===== src/rtl/cpwm_pkg.sv =====
package cpwm_pkg;

    typedef enum logic {
        DIR_UP = 1'b0,
        DIR_DN = 1'b1
    } dir_e;

    typedef struct packed {
        logic p;
        logic n;
    } phase_t;

    typedef struct packed {
        logic hit;
        logic supp;
    } clr_t;

    function automatic logic drive_lvl(input logic act, input logic lvl);
        return act ? lvl : ~lvl;
    endfunction

endpackage


===== src/rtl/cpwm_tri_cnt.sv =====
module cpwm_tri_cnt
    import cpwm_pkg::*;
#(
    parameter int CW = 8
) (
    input  logic          clk,
    input  logic          rst,
    input  logic          run,
    input  logic          load,
    input  logic [CW-1:0] load_val,
    input  logic [CW-1:0] period,
    output logic [CW-1:0] cnt
);
    dir_e dir_q;

    always_ff @(posedge clk) begin
        if (rst) begin
            cnt   <= '0;
            dir_q <= DIR_UP;
        end else if (load) begin
            cnt   <= load_val;
            dir_q <= DIR_UP;
        end else if (run) begin
            if (dir_q == DIR_UP) begin
                if (cnt >= period) begin
                    cnt   <= (cnt == '0) ? cnt : cnt - 1'b1;
                    dir_q <= DIR_DN;
                end else begin
                    cnt <= cnt + 1'b1;
                end
            end else begin
                if (cnt == '0) begin
                    cnt   <= cnt + 1'b1;
                    dir_q <= DIR_UP;
                end else begin
                    cnt <= cnt - 1'b1;
                end
            end
        end
    end
endmodule


===== src/rtl/cpwm_clr_ctl.sv =====
module cpwm_clr_ctl
    import cpwm_pkg::*;
#(
    parameter int CW = 8
) (
    input  logic          clk,
    input  logic          rst,
    input  logic          start,
    input  logic          clr_req,
    input  logic          sup_en,
    input  logic [CW-1:0] dead,
    input  logic [CW-1:0] lag_cnt,
    input  logic [CW-1:0] lead_cnt,
    output logic          run_q,
    output logic          init_q,
    output logic          tb_q,
    output logic          load
);
    logic start_pulse;
    logic in_trough;
    clr_t clr;

    assign start_pulse = start && !run_q;
    assign in_trough   = (lag_cnt < dead) || (lead_cnt < dead);
    assign clr.hit     = run_q && start && clr_req;
    assign clr.supp    = clr.hit && sup_en && tb_q && !init_q;
    assign load        = start_pulse || clr.hit;

    always_ff @(posedge clk) begin
        if (rst) begin
            run_q  <= 1'b0;
            init_q <= 1'b0;
            tb_q   <= 1'b0;
        end else if (!start) begin
            run_q  <= 1'b0;
            init_q <= 1'b0;
            tb_q   <= 1'b0;
        end else begin
            run_q <= 1'b1;
            tb_q  <= run_q && in_trough;
            if (start_pulse) begin
                init_q <= 1'b1;
            end else if (clr.hit) begin
                init_q <= !clr.supp;
            end else begin
                init_q <= init_q && (lag_cnt < dead);
            end
        end
    end
endmodule


===== src/rtl/cpwm_out_stage.sv =====
module cpwm_out_stage
    import cpwm_pkg::*;
#(
    parameter int CW = 8
) (
    input  logic          run_q,
    input  logic          init_q,
    input  logic [CW-1:0] lag_cnt,
    input  logic [CW-1:0] lead_cnt,
    input  logic [CW-1:0] duty,
    input  logic [CW-1:0] dead,
    input  logic [1:0]    act_lvl,
    output logic          pos_o,
    output logic          neg_o
);
    logic [CW-1:0] neg_thr;
    logic          live;
    phase_t        act;

    assign neg_thr = (duty > dead) ? duty - dead : '0;
    assign live    = run_q && !init_q;
    assign act.p   = live && (lag_cnt > duty);
    assign act.n   = live && (lead_cnt < neg_thr);
    assign pos_o   = drive_lvl(act.p, act_lvl[0]);
    assign neg_o   = drive_lvl(act.n, act_lvl[1]);
endmodule


===== src/rtl/cpwm_clrsup.sv =====
module cpwm_clrsup
    import cpwm_pkg::*;
#(
    parameter int CW = 8
) (
    input  logic          clk,
    input  logic          rst,
    input  logic          start,
    input  logic          clr_req,
    input  logic          sup_en,
    input  logic [CW-1:0] period,
    input  logic [CW-1:0] dead,
    input  logic [CW-1:0] duty,
    input  logic [1:0]    act_lvl,
    output logic          pos_o,
    output logic          neg_o
);
    localparam int NCNT = 2;

    logic [CW-1:0] cnt_q [NCNT];
    logic          run_q;
    logic          init_q;
    logic          tb_q;
    logic          load;

    for (genvar g = 0; g < NCNT; g++) begin : g_cnt
        logic [CW-1:0] ld_v;
        assign ld_v = (g == 0) ? {CW{1'b0}} : dead;
        cpwm_tri_cnt #(.CW(CW)) u_cnt (
            .clk     (clk),
            .rst     (rst),
            .run     (run_q),
            .load    (load),
            .load_val(ld_v),
            .period  (period),
            .cnt     (cnt_q[g])
        );
    end

    cpwm_clr_ctl #(.CW(CW)) u_ctl (
        .clk     (clk),
        .rst     (rst),
        .start   (start),
        .clr_req (clr_req),
        .sup_en  (sup_en),
        .dead    (dead),
        .lag_cnt (cnt_q[0]),
        .lead_cnt(cnt_q[1]),
        .run_q   (run_q),
        .init_q  (init_q),
        .tb_q    (tb_q),
        .load    (load)
    );

    cpwm_out_stage #(.CW(CW)) u_out (
        .run_q   (run_q),
        .init_q  (init_q),
        .lag_cnt (cnt_q[0]),
        .lead_cnt(cnt_q[1]),
        .duty    (duty),
        .dead    (dead),
        .act_lvl (act_lvl),
        .pos_o   (pos_o),
        .neg_o   (neg_o)
    );
endmodule


===== config.mk =====
export PLATFORM = sky130hd
export DESIGN_NAME = cpwm_clrsup
export DESIGN_NICKNAME = d
export VERILOG_FILES = /design/src/rtl/cpwm_pkg.sv /design/src/rtl/cpwm_tri_cnt.sv /design/src/rtl/cpwm_clr_ctl.sv /design/src/rtl/cpwm_out_stage.sv /design/src/rtl/cpwm_clrsup.sv
export SDC_FILE = /design/constraint.sdc
export NUM_CORES = 1
export LEC_CHECK = 0
export ABC_CLOCK_PERIOD_IN_PS = 3900
export CAP_MARGIN = 0
export CORE_MARGIN = 2
export CORE_UTILIZATION = 53
export DETAILED_ROUTE_END_ITERATION = 8
export GPL_TIMING_DRIVEN = 0
export PLACE_DENSITY = 0.75
export SLEW_MARGIN = 20
export SYNTH_ARGS = -nofsm -noshare
export SYNTH_HDL_FRONTEND = slang
export SYNTH_SLANG_ARGS = --single-unit

===== constraint.sdc =====
create_clock -name clk -period 3.9 [get_ports clk]
set_clock_uncertainty 0.15 [all_clocks]
set_input_delay 0.78 -clock clk [delete_from_list [all_inputs] [get_ports clk]]
set_output_delay 0.78 -clock clk [all_outputs]
set_load 0.01 [all_outputs]

==> results by group <==
Run status
  • Status: finished with violations
  • Failing checks: setup timing

Detailed routing
  • DRT iter0 DRCs: approximately 190
  • Remaining antenna violation count after routing: 0
  • Via/cell ratio: 6.50
  • Total Wirelength: 9280 um
  • Drt drc: 0
  • Drt first pass iters: 4
  • Vias: 3339
  • DR WL/cell: 18.1 um

Synthesis
  • Seq/Total Area, Yosys: a little over an eighth
  • Mapped Area: around 3100 um2
  • Compound-cell area share of the yosys netlist: 30.5%
  • Mapped Nets: 488
  • EDFF count, synth: 0
  • Post-synth top cells: ha_1 (59), inv_1 (44), a21oi_1 (24)
  • Post-synthesis mux area share: under 10%
  • #FFs+latches synth: 21
  • Post-synthesis cell type count: 68
  • Simple-Gate Fraction of Synth Area: 20.8%
  • Ys Warns: 0
  • Cells after Synth: 397
  • Synth Area in XOR/XNOR: 2.24%
  • Synth Area per Inst: 7.86 um2
  • Synth area leaders: ha_1 (24%), dfxtp_1 (13%), inv_1 (5.3%), a21oi_1 (3.8%), o21ai_0 (3.7%)
  • Most frequent cell after synthesis: ha_1
  • Largest area contributor in the netlist: ha_1
  • Synth Area in Adders: between 20% and 30%
  • Most used DFF post-synth: dfxtp_1
  • Fraction of registers with async set/reset: 0%
  • Combinational family with the most area after synthesis: compound AO/OA/AOI/OAI gates
  • Post-synth top area share: 23.6%

Timing
  • Fmax: 224 MHz
  • Setup Viol. Count Final: 1
  • Unrepaired setup endpoints after global routing: true
  • Crit share post-route: 115%
  • Min cycle time layout: 4.47 ns
  • Slew @ Worst Pin: 0.716 ns
  • Slew HR: 51.8%
  • Worst setup margin: -0.572 ns
  • Final hold vios: 0
  • Slew Limit Fails: 0

GRT
  • Initial antenna violation count: 0
  • Vias in the first global route: 3151
  • First-pass GRT wire length: 15100 um
  • Largest net degree at the start of global routing: 12
  • Gr ovfl total: 0
  • Gr usage total: 29.4%

Clock network
  • CTS Sinks: 21
  • Clock buffer count from CTS: 3
  • CTS Buffer Depth: 2
  • Clk_lat worst skew: between 0.2 and 0.3 ns
  • CTS tree: yes
  • CTS Root Cell: clkbuf_8
  • Worst-path clk slew: roughly 0.080 ns
  • H-tree depth: 1

Setup path
  • Crit-path cells: buf_12, inv_12, ha_4, fa_2, nor2b_4, o21ai_2, a21o_1, a31oi_4, nand3b_1, ha_1, nor2b_1, o21ai_1, o2111ai_2, a21oi_2, xnor2_1, buf_2
  • CP top delay family: compound AO/OA/AOI/OAI gates
  • Critical Path Fanout Max: 7
  • Crit path arrival time: between 3 and 4 ns
  • CP peak stage delay: 0.39 ns
  • Reg-to-reg slack, setup: 0.78 ns
  • Buf/Inv on CP: 3
  • Crit path launch type: input pin
  • CP endpoint kind: output pin
  • CP required: 2.97 ns
  • Kind of critical path: in2out
  • CP max-delay cell: fa_2

Worst hold path
  • Worst hold-check path type: reg2reg

Power
  • Power consumption: ~0.00080 W
  • Worst vdd ir: 0.116 mV
  • Power density over the cells: 207 nW/um2
  • Static Leak: 1.66 nW

Floorplanning
  • Die height: 80.7 um
  • Initial Util: 55.7%
  • Core area: 5610 um2
  • # rows: 27
  • Die ar.: 6520 um2
  • Ports: 33
  • Die Width: between 80 and 90 um

Cells and area
  • Nets: approximately 530
  • ANT cells: 0
  • Area growth, synth to finish: 23.5%
  • Post-Layout Cell Count: ~510
  • Share of cells above drive strength 1: approximately 15%

Flow run
  • Total of max-cap violations: 0

Placed design
  • Placed insts: 500
  • DP HPWL: approximately 7100 um
  • Final GP Congestion: roughly 0.9
  • Buffers on Ports: 31
-- kinds of logic (layout without fill, tap and decap cells) --
group,count (synthesis),after routing
AO/OA/AOI/OAI,129,129
XOR/XNOR,8,8
adder cells (fa/ha/maj),60,60
buffers and inverters,56,101
flip-flops,21,21
multiplexers,4,4
AND/OR/NAND/NOR,119,119
-- final timing paths --
kind         cells after the start                  start               endpoint
max                             16                duty[0]                  neg_o
min                              2           u_ctl.init_q           u_ctl.init_q
max reg2reg                      8  g_cnt[1].u_cnt.cnt[0]  g_cnt[1].u_cnt.cnt[6]
min reg2reg                      2           u_ctl.init_q           u_ctl.init_q
-- cell type report --
type / instances / area, um2
buffer: 12 / 61.3
clock buffer: 4 / 45.0
fill: 486 / 1750
inverter: 44 / 180
multi-input combinational: 320 / 2680
sequential: 21 / 420
tap: 72 / 90.1
timing repair buffer: 41 / 377
-- where the power goes --
part	total (W)	switching, W	internal [W]
combinational	0.000400	0.000217	0.000183
sequential	0.000249	0.0000247	0.000224
clock	0.000147	0.0000741	0.0000728
total	0.000797	0.000316	0.000481
-- metrics by stage --
stage / hold slack (ns) / util [%] / instance area [um2] / setup TNS, ns / worst slack [ns]
final: 0.372 / 68.7 / 3850 / -0.572 / -0.572
after global routing: 0.405 / 68.7 / 3850 / -0.644 / -0.644
after CTS: 0.367 / 67.7 / 3800 / -0.492 / -0.492
after detailed placement: 0.348 / 64.0 / 3590 / -1.76 / -1.61
after global placement: 0.349 / 64.0 / 3590 / -1.61 / -1.47
after floorplan: 0.329 / - / 3190 / -0.149 / -0.149
-- per-layer routing --
metal	vias to the layer above	GRT usage [%]	share of wire (%)	wire length [um]
li1	1599	-	-	-
met1	1548	36.6	42	3930
met2	167	52.3	47	4380
met3	25	3.33	7.8	720
met4	0	11.0	2.8	257
met5	-	0	0	0
-- flip-flops by register name, summed over array words and instances (netlist names) --
signal             flops
u_ctl.run_q            1
u_ctl.tb_q             1
g_cnt.u_cnt.dir_q      2
u_ctl.init_q           1
g_cnt.u_cnt.cnt       16
-- worst register-to-register path, stage by stage (launching register included) --
cell      delay [ns]
dfxtp_1         0.54
inv_1           0.20
ha_1            0.32
nand2b_1        0.14
a2111o_1        0.46
a31oi_1         0.34
o31ai_2         0.19
or2_2           0.38
o32ai_1         0.30
-- cells in the final DEF, fill, tap and decap left out, types with 3 or more instances in the layout --
cell             count
o31ai_1              5
inv_2                7
clkdlybuf4s50_1     14
a31oi_1              3
buf_6                3
nand2b_1            11
nand2_1             20
o32ai_1              3
dfxtp_1             21
nand3_1             12
o211ai_1             3
o21ai_0             17
a21oi_2              4
a2111o_1             6
o21a_1               5
ha_1                49
nor2b_1              8
clkbuf_1            10
clkbuf_8             3
inv_1               35
a21o_1               6
o2111ai_1           10
nor2_1              21
and3_1               8
a211oi_1             5
and2_1               4
nor3_1               9
nand4_1              9
a21oi_1             20
o21ai_1              8
xnor2_1              6
nand3b_1             3
buf_4               10
dlygate4sd2_1       12
ha_4                10
-- timing repair --
item / CTS / global route
hold buffers: 0 / 0
endpoints found under the setup margin: 2 / 1
buffers inserted: 7 / 3
pin swaps: 15 / 12
gates resized for setup: 66 / 9
Power figures use the tool's default switching activity.
